[src/rtl/dphy_seq_pkg.sv]
package dphy_seq_pkg;
  localparam int CTRL_W         = 4;
  localparam int STAT_W         = 3;
  localparam int STAT_LOCK      = 0;
  localparam int STAT_CLK_STOP  = 2;

  typedef enum logic [3:0] {
    S_IDLE, S_CLR_A, S_CLR_HI, S_CLR_B, S_ENABLE,
    S_WAIT_LOCK, S_WAIT_STOP, S_DONE, S_PWR_OFF
  } seq_state_e;

  // escape divider keeping escape clock at or below 20 MHz
  function automatic int unsigned esc_div_for_rate(input int unsigned lane_mbps);
    return (lane_mbps / 8) / 20 + 1;
  endfunction
endpackage

[src/rtl/tick_divider.sv]
module tick_divider #(
  parameter int DIV_W = 8
) (
  input  logic             clk,
  input  logic             rst,
  input  logic [DIV_W-1:0] div_i,
  output logic             tick_o
);
  logic [DIV_W-1:0] cnt_q;
  logic [DIV_W-1:0] last;

  assign last = (div_i == '0) ? '0 : div_i - 1'b1;

  always_ff @(posedge clk) begin
    if (rst) begin
      cnt_q  <= '0;
      tick_o <= 1'b0;
    end else if (cnt_q >= last) begin
      cnt_q  <= '0;
      tick_o <= 1'b1;
    end else begin
      cnt_q  <= cnt_q + 1'b1;
      tick_o <= 1'b0;
    end
  end
endmodule

[src/rtl/wait_timer.sv]
module wait_timer #(
  parameter int CNT_W = 16
) (
  input  logic             clk,
  input  logic             rst,
  input  logic             clear_i,
  input  logic             tick_i,
  input  logic [CNT_W-1:0] limit_i,
  output logic             expired_o
);
  logic [CNT_W-1:0] cnt_q;

  always_ff @(posedge clk) begin
    if (rst || clear_i) cnt_q <= '0;
    else if (tick_i && cnt_q < limit_i) cnt_q <= cnt_q + 1'b1;
  end

  assign expired_o = (cnt_q >= limit_i);
endmodule

[src/rtl/bringup_fsm.sv]
module bringup_fsm
  import dphy_seq_pkg::*;
(
  input  logic              clk,
  input  logic              rst,
  input  logic              start_i,
  input  logic              stop_i,
  input  logic              lock_i,
  input  logic              clk_stop_i,
  input  logic              expired_i,
  output logic              timer_clr_o,
  output logic              core_pwr_o,
  output logic [CTRL_W-1:0] phy_ctrl_o,
  output logic              test_clr_o,
  output logic              done_o,
  output logic              lock_to_o,
  output logic              stop_to_o
);
  seq_state_e state_q, state_d;

  always_comb begin
    state_d = state_q;
    unique case (state_q)
      S_IDLE:      if (start_i) state_d = S_CLR_A;
      S_CLR_A:     state_d = stop_i ? S_IDLE : S_CLR_HI;
      S_CLR_HI:    state_d = stop_i ? S_IDLE : S_CLR_B;
      S_CLR_B:     state_d = stop_i ? S_IDLE : S_ENABLE;
      S_ENABLE:    state_d = stop_i ? S_PWR_OFF : S_WAIT_LOCK;
      S_WAIT_LOCK: if (stop_i) state_d = S_PWR_OFF;
                   else if (lock_i || expired_i) state_d = S_WAIT_STOP;
      S_WAIT_STOP: if (stop_i) state_d = S_PWR_OFF;
                   else if (clk_stop_i || expired_i) state_d = S_DONE;
      S_DONE:      if (stop_i) state_d = S_PWR_OFF;
      S_PWR_OFF:   state_d = S_IDLE;
      default:     state_d = S_IDLE;
    endcase
  end

  assign timer_clr_o = (state_d != state_q);

  always_ff @(posedge clk) begin
    if (rst) begin
      state_q    <= S_IDLE;
      core_pwr_o <= 1'b0;
      phy_ctrl_o <= '0;
      test_clr_o <= 1'b0;
      done_o     <= 1'b0;
      lock_to_o  <= 1'b0;
      stop_to_o  <= 1'b0;
    end else begin
      state_q    <= state_d;
      core_pwr_o <= (state_d == S_DONE);
      done_o     <= (state_d == S_DONE);
      test_clr_o <= (state_d == S_CLR_HI);
      phy_ctrl_o <= (state_d inside {S_ENABLE, S_WAIT_LOCK, S_WAIT_STOP, S_DONE, S_PWR_OFF})
                    ? {CTRL_W{1'b1}} : '0;
      if (state_q == S_IDLE && start_i) begin
        lock_to_o <= 1'b0;
        stop_to_o <= 1'b0;
      end else begin
        if (state_q == S_WAIT_LOCK && !stop_i && !lock_i && expired_i) lock_to_o <= 1'b1;
        if (state_q == S_WAIT_STOP && !stop_i && !clk_stop_i && expired_i) stop_to_o <= 1'b1;
      end
    end
  end
endmodule

[src/rtl/dphy_bringup_seq.sv]
module dphy_bringup_seq
  import dphy_seq_pkg::*;
#(
  parameter int DIV_W = 8,
  parameter int CNT_W = 16,
  localparam int CFG_W = 2 * DIV_W
) (
  input  logic              clk,
  input  logic              rst,
  input  logic              start_i,
  input  logic              stop_i,
  input  logic [STAT_W-1:0] phy_status_i,
  input  logic [CFG_W-1:0]  clk_div_cfg_i,
  input  logic [CNT_W-1:0]  lock_limit_i,
  input  logic [CNT_W-1:0]  stop_limit_i,
  output logic              core_pwr_o,
  output logic [CTRL_W-1:0] phy_ctrl_o,
  output logic              test_clr_o,
  output logic              esc_tick_o,
  output logic              tmo_tick_o,
  output logic              done_o,
  output logic              lock_to_o,
  output logic              stop_to_o
);
  logic [1:0]       ticks;
  logic             timer_clr;
  logic             expired;
  logic             in_stop_wait;
  logic [CNT_W-1:0] limit_sel;
  logic             status_unused;

  assign status_unused = phy_status_i[1];

  // index 0: escape clock, index 1: timeout clock
  for (genvar g = 0; g < 2; g++) begin : g_div
    tick_divider #(.DIV_W(DIV_W)) u_div (
      .clk    (clk),
      .rst    (rst),
      .div_i  (clk_div_cfg_i[g*DIV_W +: DIV_W]),
      .tick_o (ticks[g])
    );
  end

  assign esc_tick_o = ticks[0];
  assign tmo_tick_o = ticks[1];

  // lock flag set means the stop-state wait is the one being timed
  assign in_stop_wait = phy_ctrl_o[0] && !test_clr_o && (lock_to_o || phy_status_i[STAT_LOCK] || done_o);

  wait_timer #(.CNT_W(CNT_W)) u_timer (
    .clk       (clk),
    .rst       (rst),
    .clear_i   (timer_clr),
    .tick_i    (ticks[1]),
    .limit_i   (limit_sel),
    .expired_o (expired)
  );

  bringup_fsm u_fsm (
    .clk         (clk),
    .rst         (rst),
    .start_i     (start_i),
    .stop_i      (stop_i),
    .lock_i      (phy_status_i[STAT_LOCK]),
    .clk_stop_i  (phy_status_i[STAT_CLK_STOP]),
    .expired_i   (expired),
    .timer_clr_o (timer_clr),
    .core_pwr_o  (core_pwr_o),
    .phy_ctrl_o  (phy_ctrl_o),
    .test_clr_o  (test_clr_o),
    .done_o      (done_o),
    .lock_to_o   (lock_to_o),
    .stop_to_o   (stop_to_o)
  );

  // limit select follows which wait is active; timer is cleared on every state change
  logic stage_q;
  always_ff @(posedge clk) begin
    if (rst || !phy_ctrl_o[0]) stage_q <= 1'b0;
    else if (timer_clr && phy_ctrl_o[0] && !stage_q && (in_stop_wait || expired || phy_status_i[STAT_LOCK]))
      stage_q <= 1'b1;
  end
  assign limit_sel = stage_q ? stop_limit_i : lock_limit_i;
endmodule

[config.mk]
export PLATFORM = sky130hd
export DESIGN_NAME = dphy_bringup_seq
export DESIGN_NICKNAME = d
export VERILOG_FILES = /design/src/rtl/dphy_seq_pkg.sv /design/src/rtl/tick_divider.sv /design/src/rtl/wait_timer.sv /design/src/rtl/bringup_fsm.sv /design/src/rtl/dphy_bringup_seq.sv
export SDC_FILE = /design/constraint.sdc
export NUM_CORES = 1
export LEC_CHECK = 0
export BUFFER_PORTS_ARGS = -buffer_cell sky130_fd_sc_hd__buf_2
export CORE_MARGIN = 2
export CORE_UTILIZATION = 50
export CTS_CLUSTER_SIZE = 30
export DETAILED_ROUTE_END_ITERATION = 12
export PLACE_DENSITY = 0.71
export SLEW_MARGIN = 20
export SYNTH_ARGS = -nofsm -noshare
export SYNTH_HDL_FRONTEND = slang
export SYNTH_SLANG_ARGS = --single-unit
[constraint.sdc]
create_clock -name clk -period 6.6 [get_ports clk]
set_clock_uncertainty 0.05 [all_clocks]
set_input_delay 0.33 -clock clk [delete_from_list [all_inputs] [get_ports clk]]
set_output_delay 0.33 -clock clk [all_outputs]
set_load 0.02 [all_outputs]
* Word-level counts from Yosys, hierarchy flattened
Index checks and enable logic that the tools add are counted.
** Word-level totals
- Register bits :: 47
- Input bits :: 55
- Output and inout bits :: 11
- Logic and storage cells :: 86
** Operators by class
- Add/subtract/negate cells :: 5
- $lt $le $gt $ge :: 4
- Eq/ne operators :: 14
- Multiplexer cells :: 17
- Reductions and logical operators :: 34
** Operators with widths (count)
- $eq 4x3->1 const B :: 8
- $mux 4 :: 8
- $pmux 4 s8 :: 1
- $add 16x1->16 const B :: 1
- $add 8x1->8 const B :: 2
- $ge 16x16->1 :: 1
- $ge 8x8->1 :: 2
- $logic_not 8->1 :: 2
- $lt 16x16->1 :: 1
- $mux 16 :: 1
- $mux 8 :: 2
- $sub 8x1->8 const B :: 2
- $logic_and 1x1->1 :: 13
- $eq 4x2->1 const B :: 3
- $logic_or 1x1->1 :: 8
- $logic_not 1->1 :: 6
- $reduce_or 2->1 :: 3
- $reduce_bool 5->1 :: 1
- $eq 4x1->1 const B :: 1
- $eq 4x4->1 const B :: 1
- $logic_not 4->1 :: 1
- $mux 2 :: 2
- $ne 4x4->1 :: 1
- $mux 3 :: 1
- $mux 1 :: 2

* Longest topological paths before layout
Gate-level depths: netlist (run 1).
- Word-level depth :: 10
- Mapped depth :: 15
- Mapped depth without buffers :: 14

* By module
Synthesis (run 1) repeated with hierarchy kept, for this count alone.
** Second synthesis, totals
- Cell total of the unflattened synthesis :: 391
- Area, all modules :: 3409.5 um2
** By module, submodules not included
- wait_timer :: times used 1, cells each 153, area each 1222.4 um2, seq. area each 320.3 um2
- tick_divider at g_div[1].u_div :: times used 1, cells each 77, area each 691.9 um2, seq. area each 180.2 um2
- tick_divider at g_div[0].u_div :: times used 1, cells each 77, area each 674.4 um2, seq. area each 180.2 um2
- bringup_fsm :: times used 1, cells each 60, area each 520.5 um2, seq. area each 180.2 um2
- dphy_bringup_seq :: times used 1, cells each 24, area each 300.3 um2, seq. area each 20.0 um2

* Worst setup path before layout (run 1)
Ideal clock, no wire load.
- Kind :: flip-flop to flip-flop
- Start :: register stage_q
- End :: register u_timer.cnt_q[14]
- Library setup time :: 79 ps
- Data arrival time :: 3482 ps
- Data required time :: 6471 ps
- Slack :: 2989 ps
- Cell stages (with the launch flop) :: 12
- Buffers on the path :: 3
- Period minus slack after synthesis :: 3611 ps
- Path through :: dfxtp_1 -> clkbuf_1 -> clkbuf_1 -> mux2i_1 -> ha_1 -> nand4_1 -> nor2_1 -> or4_4 -> or4b_1 -> buf_4 -> or3_1 -> a211oi_2
** Between the ends
- Word-level cells in the longest chain between the ends :: 8
- Elaborated cells between the ends (all ways) :: 13
- Classes of those cells :: order compare: 2; eq/ne: 1; mux: 6; reduce/logical: 4
** Ends and longest elaborated chain
- from (decl) :: line dphy_bringup_seq.sv:77 : logic stage_q;
- from (signal assigned) :: line dphy_bringup_seq.sv:79 : if (rst || !phy_ctrl_o[0]) stage_q <= 1'b0;
- from (signal assigned) :: line dphy_bringup_seq.sv:81 : stage_q <= 1'b1;
- $mux 16 (*) :: line dphy_bringup_seq.sv:83 : assign limit_sel = stage_q ? stop_limit_i : lock_limit_i;
- $ge 16x16->1 :: line wait_timer.sv:18 : assign expired_o = (cnt_q >= limit_i);
- $logic_or 1x1->1 (on tied branches) :: line bringup_fsm.sv:32, bringup_fsm.sv:30
- $mux 4 (on tied branches) :: line bringup_fsm.sv:32, bringup_fsm.sv:30
- $mux 4 (on tied branches) :: line bringup_fsm.sv:31, bringup_fsm.sv:29
- $pmux 4 s8 :: line bringup_fsm.sv:23 : unique case (state_q)
- $ne 4x4->1 :: line bringup_fsm.sv:39 : assign timer_clr_o = (state_d != state_q);
- $logic_or 1x1->1 :: line wait_timer.sv:14 : if (rst || clear_i) cnt_q <= '0;
- to (signal assigned) :: line wait_timer.sv:15 : else if (tick_i && cnt_q < limit_i) cnt_q <= cnt_q + 1'b1;
- to (decl) :: line wait_timer.sv:11 : logic [CNT_W-1:0] cnt_q;
Every way passes the cells marked *; elsewhere a longest branch is shown, timed or not.
A chain may end at the register's enable or synchronous reset.

* Worst setup path after layout (run 1)
- Start :: register stage_q
- End :: register stage_q
** Between the ends
- Word-level cells in the longest chain between the ends :: 10
- Elaborated cells between the ends (all ways) :: 16
- Classes of those cells :: order compare: 1; eq/ne: 1; mux: 6; reduce/logical: 8
** Ends and longest elaborated chain
- $mux 16 :: line dphy_bringup_seq.sv:83
- $ge 16x16->1 :: line wait_timer.sv:18
- $logic_or 1x1->1 (on tied branches) :: line bringup_fsm.sv:32, bringup_fsm.sv:30
- $mux 4 (on tied branches) :: line bringup_fsm.sv:32, bringup_fsm.sv:30
- $mux 4 (on tied branches) :: line bringup_fsm.sv:31, bringup_fsm.sv:29
- $pmux 4 s8 :: line bringup_fsm.sv:23
- $ne 4x4->1 :: line bringup_fsm.sv:39
- $logic_and 1x1->1 (2 in a row) :: line dphy_bringup_seq.sv:80 : else if (timer_clr && phy_ctrl_o[0] && !stage_q && (in_stop_wait || expired || phy_status_i[STAT_LOCK]))
- $logic_and 1x1->1 (*) :: line dphy_bringup_seq.sv:80
Marked as above.

==> results.py, run 1 <==
metrics = {
    "status": {
        "status": "finished, final reports clean",
    },
    "timing": {
        "fin_tns_setup_ns": 0,
        "hold_viol_final": 0,
        "fmax_mhz": 247,
        "finalCriticalPeriod_ns": 4.05,
        "slew_violations": 0,
        "worst_pin_slew_ns": 1.02,
        "relSlewSlack": 0.321,
        "timing.final.crit_share": 0.614,
        "hold_ws_ns": 0.297,
        "setup_violations": 0,
        "rsz0062_at_grt": "no",
    },
    "die": {
        "core_area_um2": 6310,
        "num_rows": 29,
        "start_util": 0.515,
        "ios": 66,
        "dieArea_um2": 7160,
        "dieWidth_um": 84.6,
        "die_h_um": 84.6,
    },
    "routing": {
        "drc": 0,
        "wl_um": 6630,
        "drt_iter0_drc": 73,
        "route.vias.total": 2811,
        "viasPerCell": 5.50,
        "routedWlPerCell_um": 13.0,
        "ant_nets": 0,
        "drtPass1Iterations": 4,
    },
    "critical_path": {
        "slowest_stage": "dfxtp_1",
        "critPathKind": "reg -> reg",
        "crit_arrival_ns": 4.24,
        "crit_buf_inv": 0,
        "cp_max_fo": 18,
        "worstPathRequired_ns": 6.79,
        "crit_chain": "mux2i_1, ha_1, nand4_1, a2111oi_0, nor3_2, nand3_1, o211a_1, o221a_2",
        "crit_path_start_kind": "register",
        "critPathCaptureType": "register",
        "critPathMaxStageDelay_ns": 1.00,
        "crit_family": "compound AO/OA/AOI/OAI gates",
    },
    "synthesis": {
        "async_flop_share": 0,
        "synth_nets": 473,
        "syn_inst": 381,
        "yosysTopAreaCell": "dfxtp_1",
        "synthMuxAreaShare": 0.0589,
        "synth.distinct_cells": 50,
        "avgSynthCellArea_um2": 8.54,
        "synth_xor_area_frac": 0.0889,
        "synth_top_family_by_area": "simple AND/OR/NAND/NOR gates",
        "synthesis.area_um2": 3250,
        "synth_top_area_frac": 0.271,
        "synth_edf_count": 0,
        "yosys.cell_count.top_type": "dfxtp_1",
        "synth_compound_area_frac": 0.103,
        "ys_seq_area_frac": 0.271,
        "synthTopCellsByCount": "dfxtp_1 (44), ha_1 (37), nor2_1 (36)",
        "yosys_register_bits": 44,
        "synth.area.top_cells": "dfxtp_1 (27%), ha_1 (14%), mux2i_1 (5.5%)",
        "synthFlopType": "dfxtp_1",
        "post_synth_fa_ha_maj_area_fraction": 0.142,
        "yosys.area_share.simple": 0.287,
        "yosys_warnings": 0,
    },
    "clocking": {
        "cts_buffer_depth": 2,
        "cts_setup_buffers": 0,
        "numCtsBuffers": 5,
        "root_buffer": "clkbuf_8",
        "clock_latency_ns": 0.30,
        "cts_tree": "done",
        "htreeDepth": 2,
        "cts_hold_buf": 0,
        "cts.sinks": 44,
        "cts.reportedPaths.clkPinSlew_ns": 0.09,
        "cts_resized": 0,
    },
    "global_routing": {
        "grt_pass1_wl_um": 12000,
        "track_usage": 0.200,
        "grt_max_degree": 19,
        "grt_pass1_vias": 2716,
        "grt-ovfl-total": 0,
        "antenna_found_initial": 0,
    },
    "power_and_ir_drop": {
        "swShare": 0.256,
        "p_per_area_nw_per_um2": 155,
        "seqPwrFrac": 0.488,
        "comb_power_share": 0.157,
        "vdd_ir_drop_max_uv": 102,
        "power_frac_clock": 0.356,
        "switchingPower_uw": 145,
        "p_int_uw": 423,
        "totalPowerFinal_uw": 568,
        "leakage_nw": 1.60,
    },
    "placed_design": {
        "place_hpwl_um": 5310,
        "io_buffer_count": 64,
        "gp_congestion": 0.854,
        "place_inst": 503,
    },
    "cells_and_area": {
        "fin_cells": 511,
        "fillers": 571,
        "postLayoutCoreUtil": 0.582,
        "n_antenna_cell": 0,
        "layout-drive-gt1-share": 0.224,
        "area_growth_pct": 13.0,
        "fin_nets": 525,
    },
    "job": {
        "maxCapViolCount": 0,
    },
    "hold_path": {
        "min_path_type": "in -> reg",
    },
}
state kept, by name (all words and copies together) (netlist names):
signal / cells
u_fsm.phy_ctrl_o: 1
u_fsm.test_clr_o: 1
stage_q: 1
u_fsm.stop_to_o: 1
g_div.u_div.tick_o: 2
g_div.u_div.cnt_q: 16
u_fsm.lock_to_o: 1
u_timer.cnt_q: 16
u_fsm.done_o: 1
u_fsm.state_q: 4
power groups by stage:
| stage | registers (mW) | logic (mW) | clock network [mW] |
|---|---|---|---|
| 6_report | 0.277 | 0.0890 | 0.202 |
| 5_1_grt | 0.278 | 0.102 | 0.221 |
| 4_1_cts | 0.277 | 0.0897 | 0.205 |
| 3_5_place_dp | 0.283 | 0.0888 | 0 |
| 3_3_place_gp | 0.283 | 0.0862 | 0 |
| 2_1_floorplan | 0.281 | 0.0610 | 0 |
worst paths after layout:
| path | cells after the start | startpoint | endpoint | slack (ns) |
|---|---|---|---|---|
| setup / recovery | 8 | stage_q | stage_q | 2.55 |
| hold / removal | 2 | rst | g_div[0].u_div.tick_o | 0.30 |
| setup reg to reg | 8 | stage_q | stage_q | 2.55 |
| hold reg to reg | 1 | g_div[0].u_div.cnt_q[0] | g_div[0].u_div.cnt_q[0] | 0.42 |
cell families after synthesis:
family | count (synthesis)
muxes | 19
xor gates and xnor gates | 33
DFF | 44
adders and majority gates | 37
and+or+nand+nor | 164
buffers and inverters | 34
AOI/OAI and AO/OA | 50
metal layers:
| layer | track usage | routed length [um] | up-vias |
|---|---|---|---|
| li1 | - | - | 1454 |
| met1 | 0.267 | 3180 | 1287 |
| met2 | 0.334 | 3080 | 62 |
| met3 | 0.0413 | 317 | 8 |
| met4 | 0.0462 | 57 | 0 |
| met5 | 0 | 0 | - |
metrics by stage:
stage | setup slack (ns) | instance area [um^2]
2_1_floorplan | 2.99 | 3250
3_3_place_gp | 2.66 | 3570
3_5_place_dp | 2.57 | 3570
4_1_cts | 2.56 | 3670
5_1_grt | 2.28 | 3670
6_report | 2.55 | 3670
cell type report:
| class | count | area [um^2] | share of cell area |
|---|---|---|---|
| Multi-Input combinational cell | 303 | 2210 | 0.602 |
| Tap cell | 77 | 96.3 | 0.0262 |
| Clock inverter | 2 | 35.0 | 0.00953 |
| Timing Repair Buffer | 64 | 320 | 0.0872 |
| Inverter | 15 | 56.3 | 0.0153 |
| Sequential cell | 44 | 881 | 0.240 |
| Clock buffer | 6 | 72.6 | 0.0197 |
cells in the final DEF (no fill, tap or decap), types with 7 or more instances in the layout:
| cell type | instances |
|---|---|
| o21ai_0 | 12 |
| nor3_1 | 16 |
| nor3_2 | 15 |
| mux2i_1 | 18 |
| a21oi_1 | 14 |
| buf_2 | 64 |
| nand3_1 | 20 |
| nor2b_1 | 13 |
| nand4_1 | 9 |
| dfxtp_1 | 44 |
| and3_1 | 7 |
| nor2_1 | 36 |
| inv_1 | 15 |
| ha_1 | 37 |
| nand2_1 | 18 |
| xor2_1 | 14 |
| xnor2_1 | 19 |
Note: power is estimated with default switching activity, not from simulation.
==> run 2: changes to the inputs <==
--- a/config.mk
+++ b/config.mk
@@ -5,12 +5,13 @@
 export SDC_FILE = /design/constraint.sdc
 export NUM_CORES = 1
 export LEC_CHECK = 0
+export ABC_AREA = 1
 export BUFFER_PORTS_ARGS = -buffer_cell sky130_fd_sc_hd__buf_2
 export CORE_MARGIN = 2
 export CORE_UTILIZATION = 50
 export CTS_CLUSTER_SIZE = 30
 export DETAILED_ROUTE_END_ITERATION = 12
-export PLACE_DENSITY = 0.71
+export PLACE_DENSITY = 0.73
 export SLEW_MARGIN = 20
 export SYNTH_ARGS = -nofsm -noshare
 export SYNTH_HDL_FRONTEND = slang
==> constraint.sdc (replaced) <==
create_clock -name clk -period 3.3 [get_ports clk]
set_clock_uncertainty 0.05 [all_clocks]
set_input_delay 0.165 -clock clk [delete_from_list [all_inputs] [get_ports clk]]
set_output_delay 0.165 -clock clk [all_outputs]
set_load 0.02 [all_outputs]
==> run 2 against run 1 <==
Against the previous run:
- sequential power rose by 98%
- critical path depth increased by 6
- combinational power rose by 93%
- critical path type unchanged
- design area is 4.2% higher
- total power rose by 84%
- synthesized area is 4.1% higher
- critical endpoint is now u_timer.cnt_q[12]
- core utilization grew 1.1 points
- die area is 3.9% higher
- non-clock buffer count rose by 1
- hold slack worse by 0.26 ns
- register-to-register slack got worse by 2.0 ns
- via count rose by 11%
==> results.py, run 2 <==
metrics = {
    "power_and_ir_drop": {
        "p_per_area_nw_per_um2": 274,
        "leakage_nw": 1.80,
        "vdd_ir_drop_max_uv": 157,
    },
    "synthesis": {
        "synthFlopType": "dfxtp_1",
        "synth_nets": 569,
        "yosys_warnings": 0,
        "yosys_register_bits": 44,
        "async_flop_share": 0,
        "ys_seq_area_frac": 0.260,
        "synthesis.area_um2": 3380,
        "synth.distinct_cells": 38,
        "synth_edf_count": 0,
        "synth.area.top_cells": "dfxtp_1 (26%), ha_1 (14%), nand2_1 (11%)",
        "yosysTopAreaCell": "dfxtp_1",
        "yosys.cell_count.top_type": "nand2_1",
        "avgSynthCellArea_um2": 7.10,
        "syn_inst": 477,
        "synth_top_area_frac": 0.260,
        "synthTopCellsByCount": "nand2_1 (96), inv_1 (55), nor2_1 (53)",
    },
    "cells_and_area": {
        "fin_nets": 631,
        "area_growth_pct": 13.2,
        "reg_top3": "g_div.u_div.cnt_q: 16 flops, u_timer.cnt_q: 16 flops, u_fsm.state_q: 4 flops",
        "final_cell_mix": "nand2_1 (96), buf_2 (64), inv_1 (55), nor2_1 (53), dfxtp_1 (44)",
        "fillers": 613,
        "n_antenna_cell": 0,
        "layout_commonest_cell": "nand2_1",
        "layout-drive-gt1-share": 0.219,
    },
    "global_routing": {
        "gr-usage-met2": 0.347,
        "grt_pass1_wl_um": 12000,
        "antenna_found_initial": 0,
        "grt-ovfl-total": 0,
        "met1_usage": 0.245,
        "track_usage": 0.195,
        "grt_max_degree": 18,
        "use_met3": 0.0286,
        "grt_pass1_vias": 2947,
        "busiest_layer": "met2",
    },
    "timing": {
        "hold_viol_final": 0,
        "timing.final.crit_share": 0.836,
        "finalCriticalPeriod_ns": 2.76,
        "hold_ws_ns": 0.0402,
        "rsz0062_at_grt": "no",
        "relSlewSlack": 0.749,
        "layout_setup_ws_ns": 0.541,
        "setup_violations": 0,
        "worst_pin_slew_ns": 0.374,
        "fin_tns_setup_ns": 0,
        "fmax_mhz": 362,
        "slew_violations": 0,
    },
    "die": {
        "dieArea_um2": 7440,
        "core_area_um2": 6460,
        "dieWidth_um": 86.3,
        "num_rows": 29,
        "die_h_um": 86.3,
        "start_util": 0.524,
        "ios": 66,
    },
    "hold_path": {
        "hold_start": "stop_i",
        "holdPathEnd": "u_fsm.test_clr_o",
        "min_path_type": "in -> reg",
        "holdPathStages": 2,
    },
    "placed_design": {
        "dp_slack_ns": 0.541,
        "io_buffer_count": 64,
        "place_hpwl_um": 5690,
        "gp_congestion": 0.872,
    },
    "critical_path": {
        "slowest_stage": "dfxtp_1",
        "critPathKind": "reg -> reg",
        "crit_chain": "buf_4, mux2i_1, ha_1, a21oi_1, o21ai_1, nor2_4, nand4_2, nand2_2, nand2_1, nand2_1, nand2_1, nor2_4, nand3_4, a21oi_1",
        "crit_path_start_kind": "register",
        "critPathCaptureType": "register",
        "worstPathRequired_ns": 3.47,
        "r2r_slack_ns": 0.54,
        "crit_path_frequent_cell": "nand2_1",
        "critPathMaxStageDelay_ns": 0.31,
        "crit_arrival_ns": 2.93,
        "timing.rr.start": "stage_q",
        "reg2reg_depth": 14,
        "cp_max_fo": 17,
        "r2r_end": "u_timer.cnt_q[12]",
    },
    "clocking": {
        "root_buffer": "clkbuf_8",
        "cts_buffer_depth": 2,
        "cts.sinks": 44,
        "htreeDepth": 2,
        "cts_resized": 0,
        "clock_latency_ns": 0.30,
        "numCtsBuffers": 5,
        "cts_hold_buf": 0,
        "cts_tree": "done",
        "cts_setup_buffers": 0,
        "cts.reportedPaths.clkPinSlew_ns": 0.08,
    },
    "routing": {
        "wl_um": 6900,
        "route.vias.total": 3125,
        "routedWlPerCell_um": 11.2,
        "drc": 0,
        "drt_iter0_drc": 109,
        "drtPass1Iterations": 5,
        "viasPerCell": 5.07,
        "ant_nets": 0,
    },
    "job": {
        "maxCapViolCount": 0,
    },
    "status": {
        "status": "finished, final reports clean",
    },
}
## run 2: changes by cell type after synthesis, moves of 8 or more
cell / previous run / this run
nor3_2: 15 / 0
or2_2: 3 / 11
xnor2_1: 19 / 4
a21oi_1: 14 / 30
nor2b_1: 13 / 0
nor2_1: 36 / 53
inv_1: 15 / 55
nand2_1: 18 / 96
## run 2: where the power goes
part	switching (mW)	leakage [nW]	internal (mW)	total, mW
registers	0.00927	0.356	0.540	0.549
clock network	0.183	0.0400	0.144	0.327
logic	0.0966	1.40	0.0756	0.172
## run 2: critical path: cells and delay by family, from the launching register on
kind | cells | cell delay [ns]
adders and majority gates | 1 | 0.28
DFF | 1 | 0.31
and+or+nand+nor | 8 | 0.96
buffers and inverters | 1 | 0.28
AOI/OAI and AO/OA | 3 | 0.48
muxes | 1 | 0.28
## run 2: worst max path at each step
stage	startpoint	to	slack (ns)	depth (start not counted)
global route	stage_q	u_timer.cnt_q[2]	0.30	16
detailed placement	stage_q	u_timer.cnt_q[2]	0.54	14
finish	stage_q	u_timer.cnt_q[12]	0.54	14
global placement	stage_q	u_timer.cnt_q[2]	0.61	14
CTS	stage_q	u_timer.cnt_q[12]	0.51	14
floorplan	stage_q	u_timer.cnt_q[13]	0.38	16
## run 2: through the flow
stage	utilization	power (mW)	cells	area, um^2
finish	0.593	1.05	616	3830
global route	0.593	1.11	616	3830
CTS	0.593	1.06	616	3830
detailed placement	0.580	0.736	609	3750
global placement	0.580	0.729	609	3750
floorplan	-	0.676	477	3380
## run 2: cell families (layout without fill, tap and decap cells)
| logic type | count (synthesis) | count (layout) | share of synthesized area |
|---|---|---|---|
| buffers and inverters | 72 | 134 | 0.0865 |
| XOR/XNOR | 14 | 14 | 0.0362 |
| AO/OA/AOI/OAI | 53 | 53 | 0.0924 |
| AND/OR/NAND/NOR | 242 | 242 | 0.343 |
| adder cells (fa/ha/maj) | 37 | 37 | 0.137 |
| flip-flops | 44 | 44 | 0.260 |
| multiplexers | 15 | 15 | 0.0444 |
## run 2: layout make-up
class,instances,area [um^2],share of cell area
Timing Repair Buffer,65,328,0.0856
Tap cell,77,96.3,0.0252
Multi-Input combinational cell,361,2210,0.577
Clock inverter,2,12.5,0.00327
Sequential cell,44,881,0.230
Inverter,62,233,0.0608
Clock buffer,5,68.8,0.0180
## run 2: per-layer routing
layer | share of wire | wire length [um]
met5 | 0 | 0
met2 | 0.48 | 3280
met1 | 0.47 | 3250
met3 | 0.041 | 284
met4 | 0.011 | 78
==> run 3: changes to the inputs <==
--- a/config.mk
+++ b/config.mk
@@ -5,13 +5,13 @@
 export SDC_FILE = /design/constraint.sdc
 export NUM_CORES = 1
 export LEC_CHECK = 0
-export ABC_AREA = 1
+export ABC_AREA = 0
 export BUFFER_PORTS_ARGS = -buffer_cell sky130_fd_sc_hd__buf_2
 export CORE_MARGIN = 2
 export CORE_UTILIZATION = 50
 export CTS_CLUSTER_SIZE = 30
 export DETAILED_ROUTE_END_ITERATION = 12
-export PLACE_DENSITY = 0.73
+export PLACE_DENSITY = 0.71
 export SLEW_MARGIN = 20
 export SYNTH_ARGS = -nofsm -noshare
 export SYNTH_HDL_FRONTEND = slang
==> constraint.sdc (replaced) <==
create_clock -name clk -period 2.7 [get_ports clk]
set_clock_uncertainty 0.05 [all_clocks]
set_input_delay 0.135 -clock clk [delete_from_list [all_inputs] [get_ports clk]]
set_output_delay 0.135 -clock clk [all_outputs]
set_load 0.02 [all_outputs]
==> run 3 against run 2 <==
Against the previous run:
- the run now ends with setup timing left
- global-route usage grew 1.5 points
- critical path depth shrank 3
- non-clock buffer count grew 42
- die area shrank 3.7%
- total power grew 31%
- maximum frequency shrank 8.5%
- design area grew 12%
- largest power group unchanged
==> results.py, run 3 (same netlist as run 1, synthesis figures left out) <==
metrics = {
    "status": {
        "status": "complete, but fails checks",
        "violations": "setup timing",
    },
    "power_and_ir_drop": {
        "p_int_uw": 999,
        "p_per_area_nw_per_um2": 318,
        "power_frac_clock": 0.306,
        "totalPowerFinal_mw": 1.37,
        "vdd_ir_drop_max_uv": 327,
        "switchingPower_uw": 370,
        "comb_power_share": 0.198,
        "leakage_nw": 1.96,
        "swShare": 0.270,
        "seqPwrFrac": 0.495,
    },
    "cells_and_area": {
        "layout-drive-gt1-share": 0.361,
        "fin_nets": 568,
        "final_cell_area_um2": 4300,
        "layout_commonest_cell": "buf_2",
        "area_growth_pct": 32.3,
        "n_antenna_cell": 0,
        "fillers": 499,
        "reg_top3": "g_div.u_div.cnt_q: 16 flops, u_timer.cnt_q: 16 flops, u_fsm.state_q: 4 flops",
        "postLayoutCoreUtil": 0.681,
        "final_cell_mix": "buf_2 (64), dfxtp_1 (43), nor2_1 (35), buf_4 (35), ha_1 (33)",
    },
    "critical_path": {
        "critPathKind": "reg -> reg",
        "critPathCaptureType": "register",
        "crit_family": "simple AND/OR/NAND/NOR gates",
        "crit_chain": "buf_12, mux2i_1, ha_1, nand4_1, nor2_1, or4_4, or4b_4, bufbuf_16, nor4_4, xnor2_1, nor3_2",
        "crit_path_start_kind": "register",
        "slowest_stage": "or4_4",
        "critPathMaxStageDelay_ns": 0.52,
        "crit_buf_inv": 2,
        "cp_max_fo": 9,
        "crit_arrival_ns": 3.15,
        "worstPathRequired_ns": 2.84,
    },
    "timing": {
        "rsz0062_at_grt": "yes",
        "fmax_mhz": 332,
        "relSlewSlack": 0.614,
        "hold_viol_final": 0,
        "worst_pin_slew_ns": 0.577,
        "timing.final.crit_share": 1.12,
        "finalCriticalPeriod_ns": 3.01,
        "layout_setup_ws_ns": -0.314,
        "setup_violations": 22,
        "slew_violations": 0,
    },
    "global_routing": {
        "antenna_found_initial": 0,
        "grt_max_degree": 17,
        "grt_pass1_wl_um": 12700,
        "grt-ovfl-total": 0,
        "grt_pass1_vias": 2884,
        "track_usage": 0.210,
    },
    "placed_design": {
        "place_hpwl_um": 5740,
        "dpl_cell_area_um2": 4030,
        "io_buffer_count": 64,
        "gp_congestion": 0.870,
    },
    "clocking": {
        "cts_buffer_depth": 2,
        "cts_tree": "done",
        "cts.reportedPaths.clkPinSlew_ns": 0.08,
        "clock_latency_ns": 0.29,
        "root_buffer": "clkbuf_8",
        "cts_hold_buf": 0,
        "numCtsBuffers": 5,
        "cts.sinks": 44,
        "htreeDepth": 2,
    },
    "routing": {
        "drc": 0,
        "wl_um": 7460,
        "routedWlPerCell_um": 13.5,
        "viasPerCell": 5.48,
        "route.vias.total": 3035,
        "drt_iter0_drc": 106,
        "ant_nets": 0,
        "drtPass1Iterations": 4,
    },
    "die": {
        "num_rows": 29,
        "core_area_um2": 6310,
        "ios": 66,
        "start_util": 0.515,
        "dieWidth_um": 84.6,
        "die_h_um": 84.6,
        "dieArea_um2": 7160,
    },
    "hold_path": {
        "min_path_type": "in -> reg",
    },
    "job": {
        "maxCapViolCount": 0,
    },
}
[run 3: stage by stage]
stage | TNS, ns | setup slack (ns) | hold WS (ns) | std cells
detailed placement | -9.21 | -0.396 | 0.401 | 541
finish | -5.62 | -0.314 | 0.107 | 554
global route | -8.53 | -0.450 | 0.133 | 554
floorplan | -5.12 | -0.343 | 0.233 | 381
global placement | -6.01 | -0.280 | 0.395 | 541
CTS | -4.48 | -0.285 | 0.0999 | 552
[run 3: worst min-delay path, cell delays in order]
cell and delay [ns]:
buf_2 0.14, inv_1 0.07, nor4b_1 0.05
[run 3: layer usage]
layer | global-route usage | vias up | wire, um
met4 | 0.0361 | 0 | 27
met3 | 0.0354 | 4 | 361
met5 | 0 | - | 0
met1 | 0.285 | 1397 | 3420
li1 | - | 1545 | -
met2 | 0.358 | 89 | 3650
[run 3: final timing paths]
| check | depth (start not counted) | slack, ns | start | to |
|---|---|---|---|---|
| setup reg to reg | 11 | -0.31 | stage_q | u_timer.cnt_q[11] |
| hold / removal | 3 | 0.11 | stop_i | u_fsm.state_q[3] |
| hold reg to reg | 1 | 0.41 | g_div[0].u_div.cnt_q[0] | g_div[0].u_div.cnt_q[0] |
| setup / recovery | 11 | -0.31 | stage_q | u_timer.cnt_q[11] |
[run 3: power groups by stage]
stage	clock (mW)	combinational (mW)	sequential (mW)
3_5_place_dp	0	0.261	0.693
2_1_floorplan	0	0.165	0.686
4_1_cts	0.430	0.269	0.678
3_3_place_gp	0	0.254	0.693
6_report	0.419	0.271	0.678
5_1_grt	0.459	0.308	0.681
[run 3: final cells by class]
cell class	instances	area (um^2)	area share
Multi-Input combinational cell	303	2430	0.564
Sequential cell	44	882	0.205
Timing Repair Buffer	107	738	0.172
Tap cell	77	96.3	0.0224
Clock buffer	6	82.6	0.0192
Inverter	15	66.3	0.0154
Clock inverter	2	10.0	0.00233
[run 3: repair_timing]
| item | in CTS | in global routing |
|---|---|---|
| setup endpoints to repair | 23 | 24 |
| pin swaps | 6 | 8 |
| gates resized for setup | 16 | 6 |
| buffers inserted | 2 | 2 |
| gates cloned | 1 | 0 |
